**src/rtl/raid6_pq_pkg.sv**
```systemverilog
package raid6_pq_pkg;

  typedef enum logic [1:0] {
    MODE_NEW  = 2'd0,
    MODE_CONT = 2'd1,
    MODE_XDST = 2'd2
  } job_mode_e;

  typedef enum logic [2:0] {
    ST_IDLE  = 3'd0,
    ST_LDP   = 3'd1,
    ST_LDQ   = 3'd2,
    ST_ACC   = 3'd3,
    ST_DRAIN = 3'd4
  } pq_state_e;

  // low byte of the field polynomial x^8+x^4+x^3+x^2+1
  localparam logic [7:0] GF_RED = 8'h1D;

  function automatic logic [7:0] gf_dbl(input logic [7:0] a);
    return {a[6:0], 1'b0} ^ (a[7] ? GF_RED : 8'h00);
  endfunction

  function automatic logic [7:0] gf_mul(input logic [7:0] a, input logic [7:0] b);
    logic [7:0] acc;
    logic [7:0] sh;
    acc = 8'h00;
    sh  = a;
    for (int k = 0; k < 8; k++) begin
      if (b[k]) acc = acc ^ sh;
      sh = gf_dbl(sh);
    end
    return acc;
  endfunction

  function automatic logic [7:0] gf_exp2(input int n);
    logic [7:0] r;
    r = 8'h01;
    for (int k = 0; k < 255; k++) begin
      if (k < n) r = gf_dbl(r);
    end
    return r;
  endfunction

endpackage

```
**src/rtl/raid6_gf_scale.sv**
```systemverilog
module raid6_gf_scale
  import raid6_pq_pkg::*;
#(
  parameter int LANES = 8,
  parameter int IDX_W = 4
) (
  input  logic [LANES*8-1:0] din,
  input  logic [IDX_W-1:0]   idx,
  output logic [LANES*8-1:0] dout
);

  localparam int NCOEF = 1 << IDX_W;

  function automatic logic [NCOEF*8-1:0] build_tab();
    logic [NCOEF*8-1:0] t;
    for (int i = 0; i < NCOEF; i++) t[i*8 +: 8] = gf_exp2(i);
    return t;
  endfunction

  localparam logic [NCOEF*8-1:0] COEF_TAB = build_tab();

  logic [7:0] coef;
  assign coef = COEF_TAB[idx*8 +: 8];

  for (genvar l = 0; l < LANES; l++) begin : g_lane
    assign dout[l*8 +: 8] = gf_mul(din[l*8 +: 8], coef);
  end

endmodule

```
**src/rtl/raid6_pq_acc.sv**
```systemverilog
module raid6_pq_acc #(
  parameter int WORD_W = 64,
  parameter int DEPTH  = 4,
  localparam int AW    = (DEPTH > 1) ? $clog2(DEPTH) : 1
) (
  input  logic              clk,
  input  logic              clr,
  input  logic              ld,
  input  logic              upd,
  input  logic [AW-1:0]     addr,
  input  logic [WORD_W-1:0] ld_data,
  input  logic [WORD_W-1:0] upd_data,
  output logic [WORD_W-1:0] rdata
);

  logic [WORD_W-1:0] mem_q [DEPTH];
  logic [WORD_W-1:0] mem_d [DEPTH];
  logic              wr_en;

  assign wr_en = clr | ld | upd;
  assign rdata = mem_q[addr];

  always_comb begin
    mem_d = mem_q;
    if (clr) begin
      for (int i = 0; i < DEPTH; i++) mem_d[i] = '0;
    end else if (ld) begin
      mem_d[addr] = ld_data;
    end else if (upd) begin
      mem_d[addr] = mem_q[addr] ^ upd_data;
    end
  end

  always_ff @(posedge clk) begin
    if (wr_en) mem_q <= mem_d;
  end

endmodule

```
**src/rtl/raid6_pq_ctrl.sv**
```systemverilog
module raid6_pq_ctrl
  import raid6_pq_pkg::*;
#(
  parameter int IDX_W     = 4,
  parameter int BLK_BEATS = 4,
  localparam int AW       = (BLK_BEATS > 1) ? $clog2(BLK_BEATS) : 1
) (
  input  logic             clk,
  input  logic             rst_n,
  input  logic             job_start,
  input  logic [1:0]       job_mode,
  input  logic             job_p_off,
  input  logic             job_q_off,
  input  logic [IDX_W-1:0] job_lo,
  input  logic [IDX_W-1:0] job_hi,
  input  logic             in_valid,
  input  logic [IDX_W-1:0] in_idx,
  input  logic             in_last,
  output logic             in_ready,
  output logic             job_err,
  output logic             busy,
  output logic             acc_clr,
  output logic             p_ld,
  output logic             q_ld,
  output logic             p_upd,
  output logic             q_upd,
  output logic [AW-1:0]    beat,
  output logic             p_out,
  output logic             q_out
);

  pq_state_e        state_q, state_d;
  logic [AW-1:0]    beat_q, beat_d;
  logic [1:0]       mode_q, mode_d;
  logic             pon_q, pon_d;
  logic             qon_q, qon_d;
  logic [IDX_W-1:0] lo_q, lo_d;
  logic [IDX_W-1:0] hi_q, hi_d;
  logic             err_q, err_d;

  logic          hs;
  logic          req_ok;
  logic          beat_end;
  logic [AW-1:0] beat_inc;
  logic          in_range;

  assign req_ok   = ~(job_p_off & job_q_off);
  assign in_ready = (state_q == ST_LDP) | (state_q == ST_LDQ) | (state_q == ST_ACC);
  assign hs       = in_valid & in_ready;
  assign beat_end = (beat_q == AW'(BLK_BEATS - 1));
  assign beat_inc = beat_end ? '0 : AW'(beat_q + 1'b1);
  assign in_range = (mode_q != MODE_XDST) | ((in_idx >= lo_q) & (in_idx <= hi_q));

  always_comb begin
    state_d = state_q;
    beat_d  = beat_q;
    mode_d  = mode_q;
    pon_d   = pon_q;
    qon_d   = qon_q;
    lo_d    = lo_q;
    hi_d    = hi_q;
    err_d   = 1'b0;
    case (state_q)
      ST_IDLE: begin
        if (job_start) begin
          if (req_ok) begin
            mode_d  = job_mode;
            pon_d   = ~job_p_off;
            qon_d   = ~job_q_off;
            lo_d    = job_lo;
            hi_d    = job_hi;
            beat_d  = '0;
            state_d = (job_mode == MODE_XDST) ? ST_LDP : ST_ACC;
          end else begin
            err_d = 1'b1;
          end
        end
      end
      ST_LDP: begin
        if (hs) begin
          beat_d = beat_inc;
          if (beat_end) state_d = ST_LDQ;
        end
      end
      ST_LDQ: begin
        if (hs) begin
          beat_d = beat_inc;
          if (beat_end) state_d = ST_ACC;
        end
      end
      ST_ACC: begin
        if (hs) begin
          if (in_last) begin
            beat_d  = '0;
            state_d = ST_DRAIN;
          end else begin
            beat_d = beat_inc;
          end
        end
      end
      ST_DRAIN: begin
        beat_d = beat_inc;
        if (beat_end) state_d = ST_IDLE;
      end
      default: begin
        state_d = ST_IDLE;
        beat_d  = '0;
      end
    endcase
  end

  always_ff @(posedge clk or negedge rst_n) begin
    if (!rst_n) begin
      state_q <= ST_IDLE;
      beat_q  <= '0;
      mode_q  <= '0;
      pon_q   <= 1'b0;
      qon_q   <= 1'b0;
      lo_q    <= '0;
      hi_q    <= '0;
      err_q   <= 1'b0;
    end else begin
      state_q <= state_d;
      beat_q  <= beat_d;
      mode_q  <= mode_d;
      pon_q   <= pon_d;
      qon_q   <= qon_d;
      lo_q    <= lo_d;
      hi_q    <= hi_d;
      err_q   <= err_d;
    end
  end

  assign job_err = err_q;
  assign busy    = (state_q != ST_IDLE);
  assign beat    = beat_q;
  assign acc_clr = (state_q == ST_IDLE) & job_start & req_ok &
                   (job_mode != MODE_CONT) & (job_mode != MODE_XDST);
  assign p_ld    = (state_q == ST_LDP) & hs;
  assign q_ld    = (state_q == ST_LDQ) & hs;
  assign p_upd   = (state_q == ST_ACC) & hs & pon_q & in_range;
  assign q_upd   = (state_q == ST_ACC) & hs & qon_q & in_range;
  assign p_out   = (state_q == ST_DRAIN) & pon_q;
  assign q_out   = (state_q == ST_DRAIN) & qon_q;

endmodule

```
**src/rtl/raid6_pq_gen.sv**
```systemverilog
module raid6_pq_gen
  import raid6_pq_pkg::*;
#(
  parameter int LANES     = 8,
  parameter int IDX_W     = 4,
  parameter int BLK_BEATS = 4
) (
  input  logic                 clk,
  input  logic                 rst_n,
  input  logic                 job_start,
  input  logic [1:0]           job_mode,
  input  logic                 job_p_off,
  input  logic                 job_q_off,
  input  logic [IDX_W-1:0]     job_lo,
  input  logic [IDX_W-1:0]     job_hi,
  output logic                 job_err,
  output logic                 busy,
  input  logic                 in_valid,
  output logic                 in_ready,
  input  logic [LANES*8-1:0]   in_data,
  input  logic [IDX_W-1:0]     in_idx,
  input  logic                 in_last,
  output logic                 p_valid,
  output logic [LANES*8-1:0]   p_data,
  output logic                 q_valid,
  output logic [LANES*8-1:0]   q_data
);

  localparam int WORD_W = LANES * 8;
  localparam int AW     = (BLK_BEATS > 1) ? $clog2(BLK_BEATS) : 1;

  logic [1:0] rst_sync_q;
  logic       rst_int_n;

  always_ff @(posedge clk or negedge rst_n) begin
    if (!rst_n) rst_sync_q <= 2'b00;
    else        rst_sync_q <= {rst_sync_q[0], 1'b1};
  end
  assign rst_int_n = rst_sync_q[1];

  logic              acc_clr, p_ld, q_ld, p_upd, q_upd, p_out, q_out;
  logic [AW-1:0]     beat;
  logic [WORD_W-1:0] q_term;
  logic [WORD_W-1:0] p_rd, q_rd;

  raid6_pq_ctrl #(.IDX_W(IDX_W), .BLK_BEATS(BLK_BEATS)) u_ctrl (
    .clk       (clk),
    .rst_n     (rst_int_n),
    .job_start (job_start),
    .job_mode  (job_mode),
    .job_p_off (job_p_off),
    .job_q_off (job_q_off),
    .job_lo    (job_lo),
    .job_hi    (job_hi),
    .in_valid  (in_valid),
    .in_idx    (in_idx),
    .in_last   (in_last),
    .in_ready  (in_ready),
    .job_err   (job_err),
    .busy      (busy),
    .acc_clr   (acc_clr),
    .p_ld      (p_ld),
    .q_ld      (q_ld),
    .p_upd     (p_upd),
    .q_upd     (q_upd),
    .beat      (beat),
    .p_out     (p_out),
    .q_out     (q_out)
  );

  raid6_gf_scale #(.LANES(LANES), .IDX_W(IDX_W)) u_scale (
    .din  (in_data),
    .idx  (in_idx),
    .dout (q_term)
  );

  raid6_pq_acc #(.WORD_W(WORD_W), .DEPTH(BLK_BEATS)) u_acc_p (
    .clk      (clk),
    .clr      (acc_clr),
    .ld       (p_ld),
    .upd      (p_upd),
    .addr     (beat),
    .ld_data  (in_data),
    .upd_data (in_data),
    .rdata    (p_rd)
  );

  raid6_pq_acc #(.WORD_W(WORD_W), .DEPTH(BLK_BEATS)) u_acc_q (
    .clk      (clk),
    .clr      (acc_clr),
    .ld       (q_ld),
    .upd      (q_upd),
    .addr     (beat),
    .ld_data  (in_data),
    .upd_data (q_term),
    .rdata    (q_rd)
  );

  assign p_valid = p_out;
  assign q_valid = q_out;
  assign p_data  = p_out ? p_rd : '0;
  assign q_data  = q_out ? q_rd : '0;

endmodule

```
**config.mk**
```make
export PLATFORM = sky130hd
export DESIGN_NAME = raid6_pq_gen
export DESIGN_NICKNAME = d
export VERILOG_FILES = /design/src/rtl/raid6_pq_pkg.sv /design/src/rtl/raid6_gf_scale.sv /design/src/rtl/raid6_pq_acc.sv /design/src/rtl/raid6_pq_ctrl.sv /design/src/rtl/raid6_pq_gen.sv
export SDC_FILE = /design/constraint.sdc
export NUM_CORES = 2
export LEC_CHECK = 0
export BUFFER_PORTS_ARGS = -buffer_cell sky130_fd_sc_hd__clkbuf_2
export CELL_PAD_IN_SITES_DETAIL_PLACEMENT = 0
export CELL_PAD_IN_SITES_GLOBAL_PLACEMENT = 1
export CORE_ASPECT_RATIO = 0.8
export CORE_UTILIZATION = 50
export DETAILED_ROUTE_END_ITERATION = 8
export HOLD_SLACK_MARGIN = 0.08
export PLACE_DENSITY = 0.8
export SYNTH_ARGS = -nofsm -noshare
export SYNTH_HDL_FRONTEND = slang
export SYNTH_SLANG_ARGS = --single-unit
```
**constraint.sdc**
```tcl
create_clock -name clk -period 3.4 [get_ports clk]
set_input_delay 0.68 -clock clk [delete_from_list [all_inputs] [get_ports clk]]
set_output_delay 0.68 -clock clk [all_outputs]
set_load 0.01 [all_outputs]
```
* Yosys cells after proc, flatten, opt, wreduce, memory -nomap -nowiden *
Index checks and enable logic that the tools add are counted.

storage, ports and cells
  register bits = 532
  bits of input ports = 85
  output and inout port bits = 133
  logic and storage cells = 353

operators by class
  add/sub/neg operators = 1
  order comparisons = 4
  eq/ne operators = 19
  shift-type cells = 1
  mux-type cells = 159
  bitwise gates (word level) = 141
  reductions and logical operators = 11

operators by type and width
  kind                        number
  $bwmux W256                 4
  $mux W256                   4
  $xor A8 B8 Y8               112
  $mux W8                     64
  $mux W64                    7
  $mux W5                     56
  $bmux W64 S2                2
  $demux W64 S2               1
  $shiftx A128 B8 Y8 const A  1
  $xor A64 B64 Y64            2
  $mux W3                     9
  $and A1 B1 Y1               16
  $ne A2 B1 Y1 const B        8
  $pmux W3 S5                 1
  $mux W2                     7
  $ne A2 B2 Y1 const B        5
  $reduce_and A9 Y1           1
  $reduce_bool A3 Y1          3
  $pmux W2 S4                 1
  $or A1 B1 Y1                7
  $eq A3 B2 Y1 const B        2
  $eq A2 B2 Y1 const B        2
  $ge A4 B4 Y1                1
  $le A4 B4 Y1                1
  14 further kinds            19

* Longest topological paths before layout *
  depth in word-level cells = 20
  gate-level depth with buffers = 15
  mapped depth without buffers = 11

* By module *
A second synthesis with hierarchy kept.

unflattened totals
  cell total of the unflattened synthesis = 5332
  area total of the unflattened synthesis = 50071.8 µm²

modules (own cells, without submodules)
  module          instances  cells an instance  area an instance (µm²)  sequential area each (µm²)
  raid6_pq_acc    2          1606               17862.1                 7687.4
  raid6_gf_scale  1          1872               12203.0                 0.0
  raid6_pq_ctrl   1          105                1104.8                  450.4
  raid6_pq_gen    1          143                1039.7                  50.0

* Worst setup path before layout *
No wires, ideal clock.

  path kind = input to register
  start point = input in_idx[0]
  end point = register u_acc_q.mem_q[0] (netlist bit) (enable)
  library setup time = 0.618 ns
  arrival = 7.703 ns
  data required time = 2.782 ns
  setup slack = -4.921 ns
  cell stages on the path = 15
  buffers on the path = 4
  cell sequence = buf_2 > buf_4 > buf_4 > inv_1 > buf_2 > ha_1 > nor2b_1 > o21ai_0 > nand2b_1 > a21oi_1 > a41oi_1 > nor2_1 > nor3b_1 > nor3b_1 > a211o_1

between the ends
  longest elaborated chain between the ends = 6
  elaborated cells on any way between the ends = 8
  those cells by class = 2 x order compare; 4 x bitwise; 2 x reduce/logical

RTL lines
  item                                                                 line                  RTL
  start: declaration                                                   raid6_pq_gen.sv:21    input logic [IDX_W-1:0] in_idx,
  $ge A4 B4 Y1 or $le A4 B4 Y1 (tied branches)                         raid6_pq_ctrl.sv:52   assign in_range = (mode_q != MODE_XDST) | ((in_idx >= lo_q) & (in_idx <= hi_q));
  $and A1 B1 Y1 *                                                      raid6_pq_ctrl.sv:52
  $or A1 B1 Y1 *                                                       raid6_pq_ctrl.sv:52
  $and A1 B1 Y1 *                                                      raid6_pq_ctrl.sv:142  assign q_upd = (state_q == ST_ACC) & hs & qon_q & in_range;
  $reduce_bool A3 Y1 (no source line) or $or A1 B1 Y1 (tied branches)  -
  $reduce_and A2 Y1 (no source line) *                                 -
  end signal: assignment                                               raid6_pq_acc.sv:35    if (wr_en) mem_q <= mem_d;
  end: declaration                                                     raid6_pq_acc.sv:16    logic [WORD_W-1:0] mem_q [DEPTH];

Mark *: on every way between the ends. The rest lies on a longest branch, timed or not.
A chain may end at the register's enable or synchronous reset.

* Worst setup path after layout *
  start point = register u_ctrl.beat_q[0], in the netlist u_ctrl.beat[0]
  end point = output q_data[55]

between the ends
  longest elaborated chain between the ends = 5

RTL lines
  item                                          line                  RTL
  start: declaration                            raid6_pq_ctrl.sv:33   logic [AW-1:0] beat_q, beat_d;
  start signal: assignment                      raid6_pq_ctrl.sv:124  beat_q <= beat_d;
  $not A2 Y3 (not written as such)              raid6_pq_acc.sv:21    assign rdata = mem_q[addr];
  $bmux W64 S2                                  raid6_pq_acc.sv:21
  $mux W64 (not written as such) (2 in series)  raid6_pq_acc.sv:21
  $mux W64                                      raid6_pq_gen.sv:102   assign q_data = q_out ? q_rd : '0;
  end: declaration                              raid6_pq_gen.sv:26    output logic [LANES*8-1:0] q_data

Every way passes these cells. The select of a mux whose other input is x is not followed.

==> summary.txt <==
Outcome
  – Status: completed

Clock network
  – Clock transition at the register clock pins on the worst setup and hold paths after CTS: 0.06 ns
  – TritonCTS clock tree: yes
  – Maximum level of the CTS H-tree: 2
  – CTS root buffer: sky130_fd_sc_hd__clkbuf_16
  – Number of buffers added by the clock tree synthesis step: 56
  – TritonCTS Sinks: 532
  – Worst-Skew Late Latency: 0.66 ns
  – Buffers from clock root to sink, at most: 3

Synthesis
  – Synthesized netlist net count: 4279
  – Area of the mapped netlist: 40300 um^2
  – Synth area leaders: sky130_fd_sc_hd__edfxtp_1 38%, sky130_fd_sc_hd__xnor2_1 9.4%, sky130_fd_sc_hd__mux4_2 7.1%
  – Synthesized instance count: 4182
  – YS warnings: 0
  – Post-synth EDFFs: 512
  – Share of async-settable or async-resettable flops after synthesis: 0.0376
  – Count of unique library cells instantiated by Yosys: 84
  – Top flip-flop cell by instance count after synthesis: sky130_fd_sc_hd__edfxtp_1
  – Share of the yosys chip area belonging to registers: 0.394
  – Syn avg cell area: 9.64 um^2
  – Cell type contributing the most total cell area after synthesis: sky130_fd_sc_hd__edfxtp_1
  – Proportion of netlist area held by the largest area contributor: 0.381
  – Flop and latch count out of synthesis: 532
  – Most used standard cells in the synthesized netlist: 512 x sky130_fd_sc_hd__edfxtp_1, 512 x sky130_fd_sc_hd__nor2_1, 433 x sky130_fd_sc_hd__xnor2_1

Placed design
  – Dpl hpwl: 117000 um
  – Routability cong.: 1.08
  – Count of buffers from port buffering: 217
  – Dpl cells: 5643

Worst hold path
  – Number of instances on the worst hold path: 2
  – Min-Delay Path Class: input pin to flip-flop

Die
  – Die span in y: 256 um
  – Boundary Pins: 218
  – Placement row count: 92
  – Die outline width: 319 um
  – Core area: 79300 um^2
  – Die area: 81800 um^2
  – Initial standard-cell utilization of the core: 0.508

Global routing
  – GR Util met2: 0.513
  – Total Routing Usage GR: 0.379
  – Largest net degree at the start of global routing: 103
  – Met3 track demand over resource: 0.0994
  – Most Crowded Layer GR: met1
  – Global-route wire length before repair: 232000 um
  – M1 GR Usage: 0.568
  – Overflow left after global routing: 0
  – Vias in the first global route: 33887
  – Initial antenna violation count: 11

Routing
  – Routed wire length: 158000 um
  – Remaining DRCs: 0
  – Mean number of vias per cell: 6.49
  – Number of routed nets with antenna violations: 0
  – Via count: 37337
  – Initial detailed-routing violation count: 5917
  – Detailed-router iteration count before antenna repair: 7
  – Drt wl/cell: 27.5 um

Power and ir drop
  – PD cells: 979 nW/um^2
  – Final total power: 47.5 mW
  – Leakage power figure: 18.1 nW
  – Worst ir drop on vdd: 0.528 mV

Finish
  – Final-stage net count: 4771
  – Signed area change from the synthesized netlist to the final layout: 20.5%
  – Proportion of layout cells with a drive suffix above 1: 0.246
  – Fin cells: 5754

STA
  – Worst hold margin: 0.266 ns
  – Max Slew Vio Count: 0
  – Clock skew after layout: 0.0302 ns
  – Clock period minus worst slack: 3.36 ns
  – Actual slew at the worst max-slew pin: 1.24 ns
  – Final hold violations: 0
  – Maximum clock frequency: 0.297 GHz
  – Worst slew margin relative to its limit: 0.169
  – Final period utilization: 0.989
  – Final-report setup violation count: 0

Worst setup path
  – Worst Path Max Fanout: 13
  – Depth of the worst register-to-register path: 12
  – Capturing element type of the critical path: output port
  – Crit path launch type: flip-flop
  – Setup CP Type: flip-flop to output port
  – Crit path arrival time: 2.68 ns
  – Req. time, crit path: 2.72 ns

Run
  – Max Cap Violations: 0
area by class of cell:
cell class,count,area (um^2)
Inverter,35,134
Multi-Input combinational cell,3165,22600
Timing Repair Buffer,884,6950
Antenna cell,4,10.0
Clock inverter,28,211
Tap cell,1034,1290
Sequential cell,532,15900
Clock buffer,72,1470
Fill cell,6723,30700
per-stage QoR:
stage | util | setup WS, ns | cell area, um^2 | TNS [ns]
after floorplan | - | -0.945 | 40400 | -476.12
after global placement | 0.589 | -0.523 | 46700 | -139.04
after detailed placement | 0.589 | -0.551 | 46700 | -146.68
after CTS | 0.611 | 0.00789 | 48500 | 0
after global routing | 0.613 | -0.00374 | 48600 | -0.00374
final | 0.613 | 0.0378 | 48600 | 0
worst max-delay path, stage by stage, from the launching register on:
cell and delay (ns):
sky130_fd_sc_hd__dfrtp_4 0.45, sky130_fd_sc_hd__buf_12 0.15, sky130_fd_sc_hd__buf_6 0.16, sky130_fd_sc_hd__buf_12 0.18, sky130_fd_sc_hd__mux4_2 0.62, sky130_fd_sc_hd__buf_4 0.19
sky130_fd_sc_hd__and2_1 0.15, sky130_fd_sc_hd__clkbuf_2 0.13
layer usage:
| metal | vias to the layer above | wire (um) |
|---|---|---|
| met5 | - | 29 |
| met1 | 18109 | 65300 |
| met2 | 2551 | 64000 |
| met4 | 6 | 7290 |
| li1 | 16325 | - |
| met3 | 346 | 21500 |
kinds of logic (layout without fill, tap and decap cells):
logic type | Yosys count | after routing | share of synthesized area
AO/OA/AOI/OAI | 1110 | 1110 | 0.182
XOR/XNOR | 617 | 617 | 0.142
adder cells (fa/ha/maj) | 12 | 12 | 0.00372
buffers and inverters | 485 | 1019 | 0.0498
flip-flops | 532 | 532 | 0.394
multiplexers | 214 | 214 | 0.0936
other | 1 | 5 | 0.0000930
AND/OR/NAND/NOR | 1211 | 1211 | 0.135
power breakdown:
part / switching [mW] / internal (mW)
clock: 2.73 / 3.14
combinational: 16.2 / 12.0
sequential: 1.40 / 12.1
state kept, by name, indices dropped and copies added, names as in the netlist:
| signal | count |
|---|---|
| u_acc_p.mem_q | 256 |
| u_acc_q.mem_q | 256 |
| u_ctrl.state_q | 3 |
| u_ctrl.job_err | 1 |
| u_ctrl.mode_q | 2 |
| u_ctrl.lo_q | 4 |
| rst_sync_q | 2 |
| u_ctrl.pon_q | 1 |
| u_ctrl.qon_q | 1 |
| u_ctrl.beat | 2 |
| u_ctrl.hi_q | 4 |
placed cells by master, fill, tap and decap left out, types with 17 or more instances in the layout:
cell / instances
sky130_fd_sc_hd__a22oi_1: 43
sky130_fd_sc_hd__nor3b_1: 24
sky130_fd_sc_hd__a21oi_1: 212
sky130_fd_sc_hd__dfrtp_1: 18
sky130_fd_sc_hd__clkbuf_16: 56
sky130_fd_sc_hd__buf_12: 62
sky130_fd_sc_hd__nand2_1: 302
sky130_fd_sc_hd__inv_1: 32
sky130_fd_sc_hd__nor2_1: 510
sky130_fd_sc_hd__edfxtp_1: 512
sky130_fd_sc_hd__mux2_2: 20
sky130_fd_sc_hd__nor3_1: 30
sky130_fd_sc_hd__nor2b_1: 17
sky130_fd_sc_hd__mux4_2: 128
sky130_fd_sc_hd__xnor3_1: 18
sky130_fd_sc_hd__a211oi_1: 324
sky130_fd_sc_hd__a32oi_1: 29
sky130_fd_sc_hd__a221oi_1: 25
sky130_fd_sc_hd__a41o_1: 23
sky130_fd_sc_hd__o21ai_0: 248
sky130_fd_sc_hd__xor2_1: 161
sky130_fd_sc_hd__clkbuf_2: 216
sky130_fd_sc_hd__xnor2_1: 426
sky130_fd_sc_hd__mux2i_1: 63
sky130_fd_sc_hd__nand3_1: 91
sky130_fd_sc_hd__buf_4: 597
sky130_fd_sc_hd__and2_1: 139
sky130_fd_sc_hd__a31oi_1: 49
sky130_fd_sc_hd__o22ai_1: 30
sky130_fd_sc_hd__nand2b_1: 28
what timing repair did:
item	in CTS	in global routing
endpoints found under the setup margin	61	57
cloned	1	0
buffers inserted	2	3
resized for setup	2	18
pin swaps	0	3
hold buffers	1	0
endpoints found under the hold margin	2	0
worst paths after layout:
kind | to | from | slack [ns]
worst max-delay path | q_data[55] | u_ctrl.beat[0] | 0.04
max in group asynchronous | u_ctrl.beat[1] | rst_sync_q[1] | 2.57
worst min-delay path | u_ctrl.pon_q | job_p_off | 0.27
min in group asynchronous | u_ctrl.hi_q[0] | rst_sync_q[1] | 0.30
worst min register to register | u_ctrl.hi_q[0] | rst_sync_q[1] | 0.30
worst max register to register | u_acc_q.mem_q[103] | u_ctrl.beat[0] | 0.06
Note: power is estimated with default switching activity, not from simulation.
